===== src/rtl/page_dir_pkg.sv =====
package page_dir_pkg;

    typedef enum logic [1:0] {
        PG_UNCACHED = 2'd0,
        PG_SHARED   = 2'd1,
        PG_DIRTY    = 2'd2,
        PG_WEAK     = 2'd3
    } pg_state_e;

    typedef enum logic [1:0] {
        OP_READ    = 2'd0,
        OP_WRITE   = 2'd1,
        OP_RELEASE = 2'd2,
        OP_INVAL   = 2'd3
    } req_op_e;

    typedef enum logic [1:0] {
        ENG_IDLE   = 2'd0,
        ENG_EXEC   = 2'd1,
        ENG_NOTIFY = 2'd2,
        ENG_ACK    = 2'd3
    } eng_state_e;

    // Global page state derived from who uses the page and whether anyone writes it.
    function automatic pg_state_e classify(input logic any_user,
                                           input logic any_writer,
                                           input logic multi_user);
        if (!any_user)        return PG_UNCACHED;
        else if (!any_writer) return PG_SHARED;
        else if (!multi_user) return PG_DIRTY;
        else                  return PG_WEAK;
    endfunction

endpackage


===== src/rtl/pd_rr_arbiter.sv =====
module pd_rr_arbiter #(
    parameter int N = 4,
    localparam int IW = (N > 1) ? $clog2(N) : 1
) (
    input  logic         clk,
    input  logic         rst,
    input  logic         en,
    input  logic [N-1:0] req,
    output logic [N-1:0] gnt,
    output logic [IW-1:0] gnt_idx
);
    logic [IW-1:0] ptr;

    always_comb begin
        gnt     = '0;
        gnt_idx = '0;
        for (int k = 0; k < N; k++) begin
            automatic int idx = (int'(ptr) + k) % N;
            if (gnt == '0 && req[idx]) begin
                gnt[idx] = 1'b1;
                gnt_idx  = IW'(idx);
            end
        end
    end

    always_ff @(posedge clk) begin
        if (rst) begin
            ptr <= '0;
        end else if (en && (|gnt)) begin
            ptr <= (int'(gnt_idx) == N - 1) ? '0 : gnt_idx + 1'b1;
        end
    end

    // at most one grant, and only to a requester
    p_gnt_onehot_r9: assert property (@(posedge clk) disable iff (rst)
        $onehot0(gnt));
    p_gnt_in_req_r9: assert property (@(posedge clk) disable iff (rst)
        (gnt & ~req) == '0);

endmodule


===== src/rtl/pd_next_entry.sv =====
module pd_next_entry
    import page_dir_pkg::*;
#(
    parameter int NPROC         = 4,
    parameter int UNSAFE_THRESH = 1,
    localparam int CW = $clog2(NPROC + 1)
) (
    input  req_op_e          op,
    input  logic [NPROC-1:0] me,
    input  logic [NPROC-1:0] old_rd,
    input  logic [NPROC-1:0] old_wr,
    input  pg_state_e        old_st,
    input  logic             old_unsafe,
    input  logic             old_done_bit,
    output logic [NPROC-1:0] new_rd,
    output logic [NPROC-1:0] new_wr,
    output pg_state_e        new_st,
    output logic             new_unsafe,
    output logic             new_done_bit,
    output logic [NPROC-1:0] notice_mask
);
    logic [NPROC-1:0] users;
    logic [NPROC-1:0] others;
    logic [CW-1:0]    n_others;
    logic             into_weak;

    always_comb begin
        new_rd       = old_rd;
        new_wr       = old_wr;
        new_done_bit = old_done_bit;
        unique case (op)
            OP_READ:  new_rd = old_rd | me;
            OP_WRITE: new_wr = old_wr | me;
            OP_RELEASE: begin
                if (!old_done_bit) begin
                    new_wr       = old_wr | me;
                    new_done_bit = 1'b1;
                end
            end
            OP_INVAL: begin
                new_rd       = old_rd & ~me;
                new_wr       = old_wr & ~me;
                new_done_bit = 1'b0;
            end
            default: ;
        endcase

        users    = new_rd | new_wr;
        new_st   = classify(|users, |new_wr, $countones(users) > 1);
        others   = users & ~me;
        n_others = CW'($countones(others));
        into_weak = (new_st == PG_WEAK) && (old_st != PG_WEAK);

        notice_mask = (into_weak && !old_unsafe) ? others : '0;
        new_unsafe  = old_unsafe | (into_weak && (int'(n_others) > UNSAFE_THRESH));
    end

endmodule


===== src/rtl/pd_notice_gen.sv =====
module pd_notice_gen #(
    parameter int NPROC = 4,
    parameter int PW    = 3,
    localparam int IDW = (NPROC > 1) ? $clog2(NPROC) : 1
) (
    input  logic             clk,
    input  logic             rst,
    input  logic             load,
    input  logic [NPROC-1:0] load_mask,
    input  logic [PW-1:0]    load_page,
    input  logic             ready,
    output logic             valid,
    output logic [IDW-1:0]   proc,
    output logic [PW-1:0]    page
);
    logic [NPROC-1:0] pend;

    assign valid = |pend;

    // lowest pending processor goes first
    always_comb begin
        proc = '0;
        for (int k = NPROC - 1; k >= 0; k--) begin
            if (pend[k]) proc = IDW'(k);
        end
    end

    always_ff @(posedge clk) begin
        if (rst) begin
            pend <= '0;
            page <= '0;
        end else if (load) begin
            pend <= load_mask;
            page <= load_page;
        end else if (valid && ready) begin
            pend[proc] <= 1'b0;
        end
    end

    // an offered notice is held while the consumer stalls
    p_notice_hold_r10: assert property (@(posedge clk) disable iff (rst)
        (valid && !ready && !load) |=> (valid && $stable(proc) && $stable(page)));

endmodule


===== src/rtl/page_dir_engine.sv =====
module page_dir_engine
    import page_dir_pkg::*;
#(
    parameter int NPROC         = 4,
    parameter int NPAGE         = 8,
    parameter int UNSAFE_THRESH = 1,
    localparam int PW  = (NPAGE > 1) ? $clog2(NPAGE) : 1,
    localparam int IDW = (NPROC > 1) ? $clog2(NPROC) : 1
) (
    input  logic                clk,
    input  logic                rst,
    input  logic [NPROC-1:0]    req_valid,
    input  logic [2*NPROC-1:0]  req_op,
    input  logic [PW*NPROC-1:0] req_page,
    output logic [NPROC-1:0]    done,
    output logic [1:0]          rsp_state,
    output logic [NPROC-1:0]    rsp_readers,
    output logic [NPROC-1:0]    rsp_writers,
    output logic                rsp_unsafe,
    output logic                notice_valid,
    input  logic                notice_ready,
    output logic [IDW-1:0]      notice_proc,
    output logic [PW-1:0]       notice_page
);
    // directory storage
    logic [NPROC-1:0] tb_rd [NPAGE];
    logic [NPROC-1:0] tb_wr [NPAGE];
    logic [NPROC-1:0] tb_pb [NPAGE];
    pg_state_e        tb_st [NPAGE];
    logic             tb_un [NPAGE];

    eng_state_e       eng;
    logic [IDW-1:0]   cur_id;
    req_op_e          cur_op;
    logic [PW-1:0]    cur_page;
    logic [NPROC-1:0] me;

    logic [NPROC-1:0] gnt;
    logic [IDW-1:0]   gnt_idx;

    logic [NPROC-1:0] nx_rd, nx_wr, nx_mask;
    pg_state_e        nx_st;
    logic             nx_un, nx_pb;

    pd_rr_arbiter #(.N(NPROC)) u_arb (
        .clk     (clk),
        .rst     (rst),
        .en      (eng == ENG_IDLE),
        .req     (req_valid),
        .gnt     (gnt),
        .gnt_idx (gnt_idx)
    );

    always_comb begin
        me         = '0;
        me[cur_id] = 1'b1;
    end

    pd_next_entry #(.NPROC(NPROC), .UNSAFE_THRESH(UNSAFE_THRESH)) u_next (
        .op           (cur_op),
        .me           (me),
        .old_rd       (tb_rd[cur_page]),
        .old_wr       (tb_wr[cur_page]),
        .old_st       (tb_st[cur_page]),
        .old_unsafe   (tb_un[cur_page]),
        .old_done_bit (tb_pb[cur_page][cur_id]),
        .new_rd       (nx_rd),
        .new_wr       (nx_wr),
        .new_st       (nx_st),
        .new_unsafe   (nx_un),
        .new_done_bit (nx_pb),
        .notice_mask  (nx_mask)
    );

    pd_notice_gen #(.NPROC(NPROC), .PW(PW)) u_ntc (
        .clk       (clk),
        .rst       (rst),
        .load      (eng == ENG_EXEC),
        .load_mask (nx_mask),
        .load_page (cur_page),
        .ready     (notice_ready),
        .valid     (notice_valid),
        .proc      (notice_proc),
        .page      (notice_page)
    );

    always_ff @(posedge clk) begin
        if (rst) begin
            eng      <= ENG_IDLE;
            cur_id   <= '0;
            cur_op   <= OP_READ;
            cur_page <= '0;
            for (int i = 0; i < NPAGE; i++) begin
                tb_rd[i] <= '0;
                tb_wr[i] <= '0;
                tb_pb[i] <= '0;
                tb_st[i] <= PG_UNCACHED;
                tb_un[i] <= 1'b0;
            end
        end else begin
            unique case (eng)
                ENG_IDLE: begin
                    if (|gnt) begin
                        cur_id   <= gnt_idx;
                        cur_op   <= req_op_e'(req_op[2*gnt_idx +: 2]);
                        cur_page <= req_page[PW*gnt_idx +: PW];
                        eng      <= ENG_EXEC;
                    end
                end
                ENG_EXEC: begin
                    tb_rd[cur_page]         <= nx_rd;
                    tb_wr[cur_page]         <= nx_wr;
                    tb_st[cur_page]         <= nx_st;
                    tb_un[cur_page]         <= nx_un;
                    tb_pb[cur_page][cur_id] <= nx_pb;
                    eng <= (|nx_mask) ? ENG_NOTIFY : ENG_ACK;
                end
                ENG_NOTIFY: begin
                    if (!notice_valid) eng <= ENG_ACK;
                end
                ENG_ACK: eng <= ENG_IDLE;
                default: eng <= ENG_IDLE;
            endcase
        end
    end

    always_comb begin
        done        = '0;
        done[cur_id] = (eng == ENG_ACK);
        rsp_state   = tb_st[cur_page];
        rsp_readers = tb_rd[cur_page];
        rsp_writers = tb_wr[cur_page];
        rsp_unsafe  = tb_un[cur_page];
    end

    // one completion at a time
    p_one_done_r9: assert property (@(posedge clk) disable iff (rst)
        $onehot0(done));
    // completion only once the notice stream has drained
    p_quiet_ack_r10: assert property (@(posedge clk) disable iff (rst)
        (|done) |-> !notice_valid);
    // a requester is never told about its own transition
    p_no_self_notice_r5: assert property (@(posedge clk) disable iff (rst)
        notice_valid |-> (notice_proc != cur_id));
    // notices only appear while the engine is notifying
    p_notice_phase_r5: assert property (@(posedge clk) disable iff (rst)
        notice_valid |-> (eng == ENG_NOTIFY));

    for (genvar g = 0; g < NPAGE; g++) begin : g_sticky
        // the unsafe flag never clears
        p_unsafe_sticky_r6: assert property (@(posedge clk) disable iff (rst)
            tb_un[g] |=> tb_un[g]);
    end

endmodule


===== config.mk =====
export PLATFORM = sky130hd
export DESIGN_NAME = page_dir_engine
export DESIGN_NICKNAME = d
export VERILOG_FILES = /design/src/rtl/page_dir_pkg.sv /design/src/rtl/pd_rr_arbiter.sv /design/src/rtl/pd_next_entry.sv /design/src/rtl/pd_notice_gen.sv /design/src/rtl/page_dir_engine.sv
export SDC_FILE = /design/constraint.sdc
export NUM_CORES = 1
export LEC_CHECK = 0
export ABC_AREA = 1
export ABC_CLOCK_PERIOD_IN_PS = 3900
export BUFFER_PORTS_ARGS = -buffer_cell sky130_fd_sc_hd__buf_2
export CORE_MARGIN = 2
export CORE_UTILIZATION = 50
export CTS_BUF_LIST = sky130_fd_sc_hd__clkbuf_8
export CTS_CLUSTER_DIAMETER = 60
export CTS_CLUSTER_SIZE = 12
export DETAILED_ROUTE_END_ITERATION = 8
export GPL_ROUTABILITY_DRIVEN = 0
export PLACE_DENSITY = 0.78
export SETUP_SLACK_MARGIN = 0.2
export SLEW_MARGIN = 20
export SYNTH_ARGS = -nofsm -noshare
export SYNTH_HDL_FRONTEND = slang
export SYNTH_SLANG_ARGS = --single-unit

===== constraint.sdc =====
create_clock -name clk -period 3.9 [get_ports clk]
set_clock_uncertainty 0.15 [all_clocks]
set_input_delay 0 -clock clk [delete_from_list [all_inputs] [get_ports clk]]
set_output_delay 0 -clock clk [all_outputs]
set_load 0.01 [all_outputs]

* Word-level counts from Yosys, hierarchy flattened
Memories as Yosys holds them, arrays and structs flattened. A register that Yosys moved wholly into a read port is not among the register bits.
Cells that the tools add are included.
** Word-level totals
- Memory bits (writable) :: 120
- Latch bits :: 0
- Input port bits :: 27
- ROM bits :: 0
- Word-level logic and storage cells :: 186
- Output and inout bits :: 21
- Register bits :: 18
- Memories :: 5
** Operators by class
- Divide/modulo/power cells :: 0
- Add/subtract/negate cells :: 10
- Bitwise operators :: 17
- Reduce and logical (&&, ||, !) cells :: 36
- Multiply operators :: 1
- Shift operators :: 2
- Multiplexer cells :: 83
- Equal/unequal tests :: 11
- $lt $le $gt $ge :: 14
** Memory list
- tb_pb :: words 8, bits a word 4, read ports 1, clocked after Yosys merged registers in 1, wr ports 8, RTL line page_dir_engine.sv:28 : logic [NPROC-1:0] tb_pb [NPAGE];
- tb_rd :: words 8, bits a word 4, read ports 1, clocked after Yosys merged registers in 1, wr ports 8, RTL line page_dir_engine.sv:26 : logic [NPROC-1:0] tb_rd [NPAGE];
- tb_wr :: words 8, bits a word 4, read ports 1, clocked after Yosys merged registers in 1, wr ports 8, RTL line page_dir_engine.sv:27 : logic [NPROC-1:0] tb_wr [NPAGE];
- tb_st :: words 8, bits a word 2, read ports 1, clocked after Yosys merged registers in 1, wr ports 8, RTL line page_dir_engine.sv:29 : pg_state_e tb_st [NPAGE];
- tb_un :: words 8, bits a word 1, read ports 1, clocked after Yosys merged registers in 1, wr ports 8, RTL line page_dir_engine.sv:30 : logic tb_un [NPAGE];
** Operators by type and width (number)
- $mux 4 :: 13
- $mux 3 :: 15
- $add 32x32->32 :: 1
- $gt 32x2->1 const B :: 1
- $reduce_or 4->1 :: 8
- $mux 2 :: 14
- $mux 1 :: 26
- $or 4x4->4 :: 6
- $and 4x4->4 :: 5
- $logic_and 1x1->1 :: 14
- $demux 1 s2 :: 6
- $logic_not 4->1 :: 3
- $lt 3x4->1 const B :: 3
- $pmux 4 s3 :: 1
- $shiftx 12x5->3 :: 1
- $bmux 1 s2 :: 5
- $eq 2x2->1 const B :: 5
- $ge 3x1->1 const B :: 3
- $lt 2x3->1 const B :: 3
- $add 1x1->2 :: 4
- $not 4->4 :: 2
- $pmux 2 s4 :: 1
- $pmux 4 s2 :: 1
- $reduce_or 2->1 :: 4
- other kinds (17) :: 29

* Longest topological paths before layout
- Word-level depth :: 21
- Mapped depth :: 25
- Gate-level depth less buffers :: 23

* Hierarchy
Synthesis repeated with hierarchy kept, for this count alone.
** Second synthesis, totals
- Cells, all modules :: 1000
- Area, all modules :: 8007.7 um^2
** Modules (own cells, without submodules)
- page_dir_engine :: cells each 728, times used 1, seq. area each 3843.7 um^2, area each 6387.4 um^2
- pd_rr_arbiter :: cells each 116, times used 1, seq. area each 40.0 um^2, area each 670.6 um^2
- pd_next_entry :: cells each 114, times used 1, seq. area each 0.0 um^2, area each 646.9 um^2
- pd_notice_gen :: cells each 42, times used 1, seq. area each 140.1 um^2, area each 302.8 um^2

* Worst setup path after synthesis
Ideal clock, no wire load.
- Path kind :: register to register
- Start :: register (tool-made name)
- End :: memory tb_un[0] (data pin)
- Library setup time :: 0.264 ns
- Arrival :: 3.136 ns
- Required time :: 3.486 ns
- Path slack :: 0.350 ns
- Path buffers :: 4
- Period minus slack after synthesis :: 3.550 ns
- Cell stages (with the launch flop) :: 21
- Cells stage by stage :: dfxtp_1 buf_6 buf_6 buf_6 buf_6 o21ai_1 o22ai_1 inv_1 o21ai_1 inv_1 a22oi_1 nor2_2 ha_1 nand2_1 inv_1 fa_1 or2_2 nand4_4 a21oi_2 nor2_4 nor2_2
** RTL lines (RTL line)
- to (decl) :: page_dir_engine.sv:30

==> flow_summary_export.csv <==
group,metric,value,unit
yosys,syn_area,0.007811,mm²
pwr,p_switching,3.877,mW
setup_path,startpoint_type,"flop",
timing,worstMarginPinSlew,785.2,ps
routing,via_per_inst,5.622,
clocking,cts_buffers,17,
setup_path,critPathMaxStageDelay,460,ps
setup_path,critPathBufInv,4,
timing,final_max_slew_viol_count,0,
routing,vias,6763,
timing,grt_setup_unrepaired,"false",
place,port_buffers,47,
pwr,netSwitchingFraction,0.4739,
die,start_util,0.5119,
pwr,peakVddDrop,0.5031,mV
place,dp_hpwl,12.44,mm
place,placedCellCount,1129,
clocking,clk_path_buf_depth,2,
die,dieHeight,129.0,µm
finish,syn2layout_area_growth,18.69,%
pwr,cellPowerDensity,882.5,mW/mm²
setup_path,path_delay_family,"simple AND/OR/NAND/NOR gates",
yosys,synth-seq-cells,141,
hold_path,min-delay-start,"req_valid[2]",
die,ios,48,
yosys,ys_seq_area_frac,0.5151,
yosys,syn_avg_cell_area,8.757,µm²
die,coreArea,0.01526,mm²
grt,grt_max_degree,37,
yosys,syn_inst,892,
place,dpl-instance-area,0.008268,mm²
clocking,clock_sinks,141,
job,drv_cap,0,
timing,period_needed,3614,ps
clocking,cts.reportedPaths.clkPinSlew,80,ps
timing,relSlewSlack,0.4753,
finish,layout-drive-gt1-share,0.2228,
finish,fin_cells,1203,
setup_path,path_cells,"buf_4, bufbuf_16, nor2_1, o22ai_1, nand2_1, o21a_1, o21ai_2, o21ai_4, nand2_4, ha_1, nand2_2, inv_2, fa_1, or2_4, nand4_4, a21oi_4, nor2_4, buf_12, nor2_2",
die,row_count,45,
clocking,htreeDepth,4,
timing,setup_tns,0,ps
grt,grt_pass1_vias,6492,
grt,grt-ovfl-total,0,
finish,diodes,0,
routing,dr.pass1.iters,6,
grt,grt_first_pass_wirelength,32.92,mm
setup_path,cp_data_arrival_time,3680,ps
routing,drcViolationCount,0,
setup_path,path_class,"flop to flop",
setup_path,required,3970,ps
clocking,cts_root_buf,"clkbuf_8",
hold_path,hold_class,"primary input to flop",
setup_path,r2r_slack,290,ps
grt,grt_usage,0.2622,
yosys,synth_cell_type_count,41,
setup_path,crit_fanout,27,
routing,drt_iter0_drc,743,
run_status,status,"finished, final reports clean",
timing,fmax,276.7,MHz
routing,post_drt_wl_per_cell,17.64,µm
setup_path,crit_slowest_cell,"fa_1",
routing,routed_wl,21.23,mm
timing,post-route-period-util,0.9266,
grt,antenna_found_initial,0,
die,die_x,129.0,µm
pwr,p_int,4.305,mW
finish,nNetsFinal,1028,
yosys,async_flop_share,0,
setup_path,setup.worst_path.end_class,"flop",
clocking,cts_tree,"done",
pwr,power.leakage,3.810,nW
yosys,synth_warnings,0,
routing,final_antenna_net_count,0,
yosys,synthFlopType,"edfxtp_1",
yosys,synth_nets,941,
pwr,clockPowerShare,0.141,
die,dieArea,0.01664,mm²
finish,design_area,0.009271,mm²
timing,hold_violations,0,
pwr,combPwrFrac,0.621,
pwr,p_seq_frac,0.238,
clocking,insertion_delay,470,ps
yosys,synth_edf_count,120,
timing,setup_viol,0,
## per-stage QoR
| step | power (mW) | setup slack, ps | util | hold slack [ps] |
|---|---|---|---|---|
| global route | 8.711 | 140.3 | 0.6076 | 194.7 |
| CTS | 7.696 | 234.5 | 0.5925 | 20.81 |
| detailed placement | 6.020 | 122.7 | 0.5419 | 162.4 |
| global placement | 5.928 | 130.5 | 0.5419 | 150.5 |
| finish | 8.182 | 286.2 | 0.6076 | 76.23 |
| floorplan | 5.064 | 350.0 | - | 48.98 |
## state kept, by name (all words and copies together), names as in the netlist, named ones only
signal	count
cur_id	2
cur_op	2
cur_page	3
eng	2
tb_pb	32
tb_rd	32
tb_st	16
tb_un	8
tb_wr	32
u_arb.ptr	1
u_ntc.page	3
u_ntc.pend	4
## cell families (layout without fill, tap and decap cells)
family / Yosys count / count (layout) / share of synthesized area
flip-flops: 141 / 141 / 0.5151
AND/OR/NAND/NOR: 401 / 401 / 0.2230
AO/OA/AOI/OAI: 174 / 175 / 0.1368
buffers and inverters: 154 / 253 / 0.08794
adder cells (fa/ha/maj): 22 / 22 / 0.03716
## per-layer routing
layer / wire length [µm] / up-vias / global-route usage
li1: - / 3150 / -
met1: 7945 / 3172 / 0.3332
met2: 10470 / 381 / 0.4286
met3: 2125 / 60 / 0.06736
met4: 685 / 0 / 0.1100
met5: 0 / - / 0
## power groups by stage
stage / registers (mW) / clock network [mW] / logic, mW
final: 1.95 / 1.15 / 5.08
after global placement: 1.95 / 0 / 3.97
after detailed placement: 1.96 / 0 / 4.06
after floorplan: 1.93 / 0 / 3.14
after global routing: 1.97 / 1.21 / 5.53
after CTS: 1.94 / 1.16 / 4.60
## cells in the final DEF, fill, tap and decap left out, types with 3 or more instances in the layout
| cell type | n |
|---|---|
| nor2_1 | 177 |
| edfxtp_1 | 120 |
| nand2_1 | 113 |
| inv_1 | 83 |
| o21ai_0 | 70 |
| buf_2 | 47 |
| buf_4 | 38 |
| nor3_1 | 33 |
| o21ai_1 | 28 |
| nand3_1 | 27 |
| dlygate4sd3_1 | 23 |
| o22ai_1 | 19 |
| ha_1 | 19 |
| a21oi_1 | 17 |
| dfxtp_1 | 17 |
| clkbuf_8 | 17 |
| nand2_2 | 15 |
| inv_2 | 14 |
| nor2_2 | 11 |
| o21ai_2 | 11 |
| clkinv_2 | 8 |
| nand3_2 | 8 |
| nand2_4 | 8 |
| o21ai_4 | 6 |
| buf_12 | 6 |
| a31oi_1 | 5 |
| o211ai_1 | 5 |
| o21a_1 | 4 |
| inv_6 | 4 |
| dfxtp_2 | 3 |
## area by class of cell
cell class	count	area [µm²]
clock inverter	15	146.4
multi-input combinational	598	3239
fill	1245	5987
timing repair inverter	1	8.758
timing repair buffer	117	942.2
sequential	141	4031
inverter	103	405.4
clock buffer	17	234.0
tap	211	264.0
## tightest hold or removal path, delay by kind of cell
kind	cells	cell delay (ps)
AO/OA/AOI/OAI	3	170
buffers and inverters	2	170
AND/OR/NAND/NOR	3	310
## cells in the mapped netlist, types with 3 or more instances
| master | count | share of area |
|---|---|---|
| nor2_1 | 178 | 0.086 |
| edfxtp_1 | 120 | 0.46 |
| nand2_1 | 120 | 0.058 |
| inv_1 | 85 | 0.041 |
| o21ai_0 | 73 | 0.047 |
| nand3_1 | 35 | 0.022 |
| nor3_1 | 33 | 0.021 |
| clkbuf_1 | 32 | 0.015 |
| o21ai_1 | 28 | 0.018 |
| dfxtp_1 | 21 | 0.054 |
| ha_1 | 20 | 0.032 |
| o22ai_1 | 19 | 0.015 |
| a21oi_1 | 17 | 0.011 |
| inv_2 | 14 | 0.0067 |
| buf_6 | 10 | 0.014 |
| nand2_2 | 10 | 0.0080 |
| nor2_2 | 10 | 0.0080 |
| o21ai_2 | 8 | 0.0090 |
| nand2_4 | 6 | 0.0086 |
| a31oi_1 | 5 | 0.0040 |
| buf_2 | 5 | 0.0032 |
| o211ai_1 | 5 | 0.0048 |
| o21ai_4 | 5 | 0.010 |
| o21a_1 | 4 | 0.0038 |
| a21oi_2 | 3 | 0.0034 |
| buf_4 | 3 | 0.0029 |
| clkinv_1 | 3 | 0.0014 |
## worst paths after layout
check | depth (start not counted) | end
worst max-delay path | 19 | tb_un[3]
worst min-delay path | 8 | flop
worst max register to register | 19 | tb_un[3]
worst min register to register | 2 | u_ntc.page[0]
## repair_timing
| item | 4_1_cts | 5_1_grt |
|---|---|---|
| pin swaps | 3 | 14 |
| hold buffers | 23 | 0 |
| endpoints found under the setup margin | 16 | 25 |
| endpoints found under the hold margin | 17 | 0 |
| setup buffers | 6 | 9 |
| resized for setup | 8 | 36 |
| gates cloned | 3 | 1 |
No activity file was read; power rests on OpenSTA's default activity.
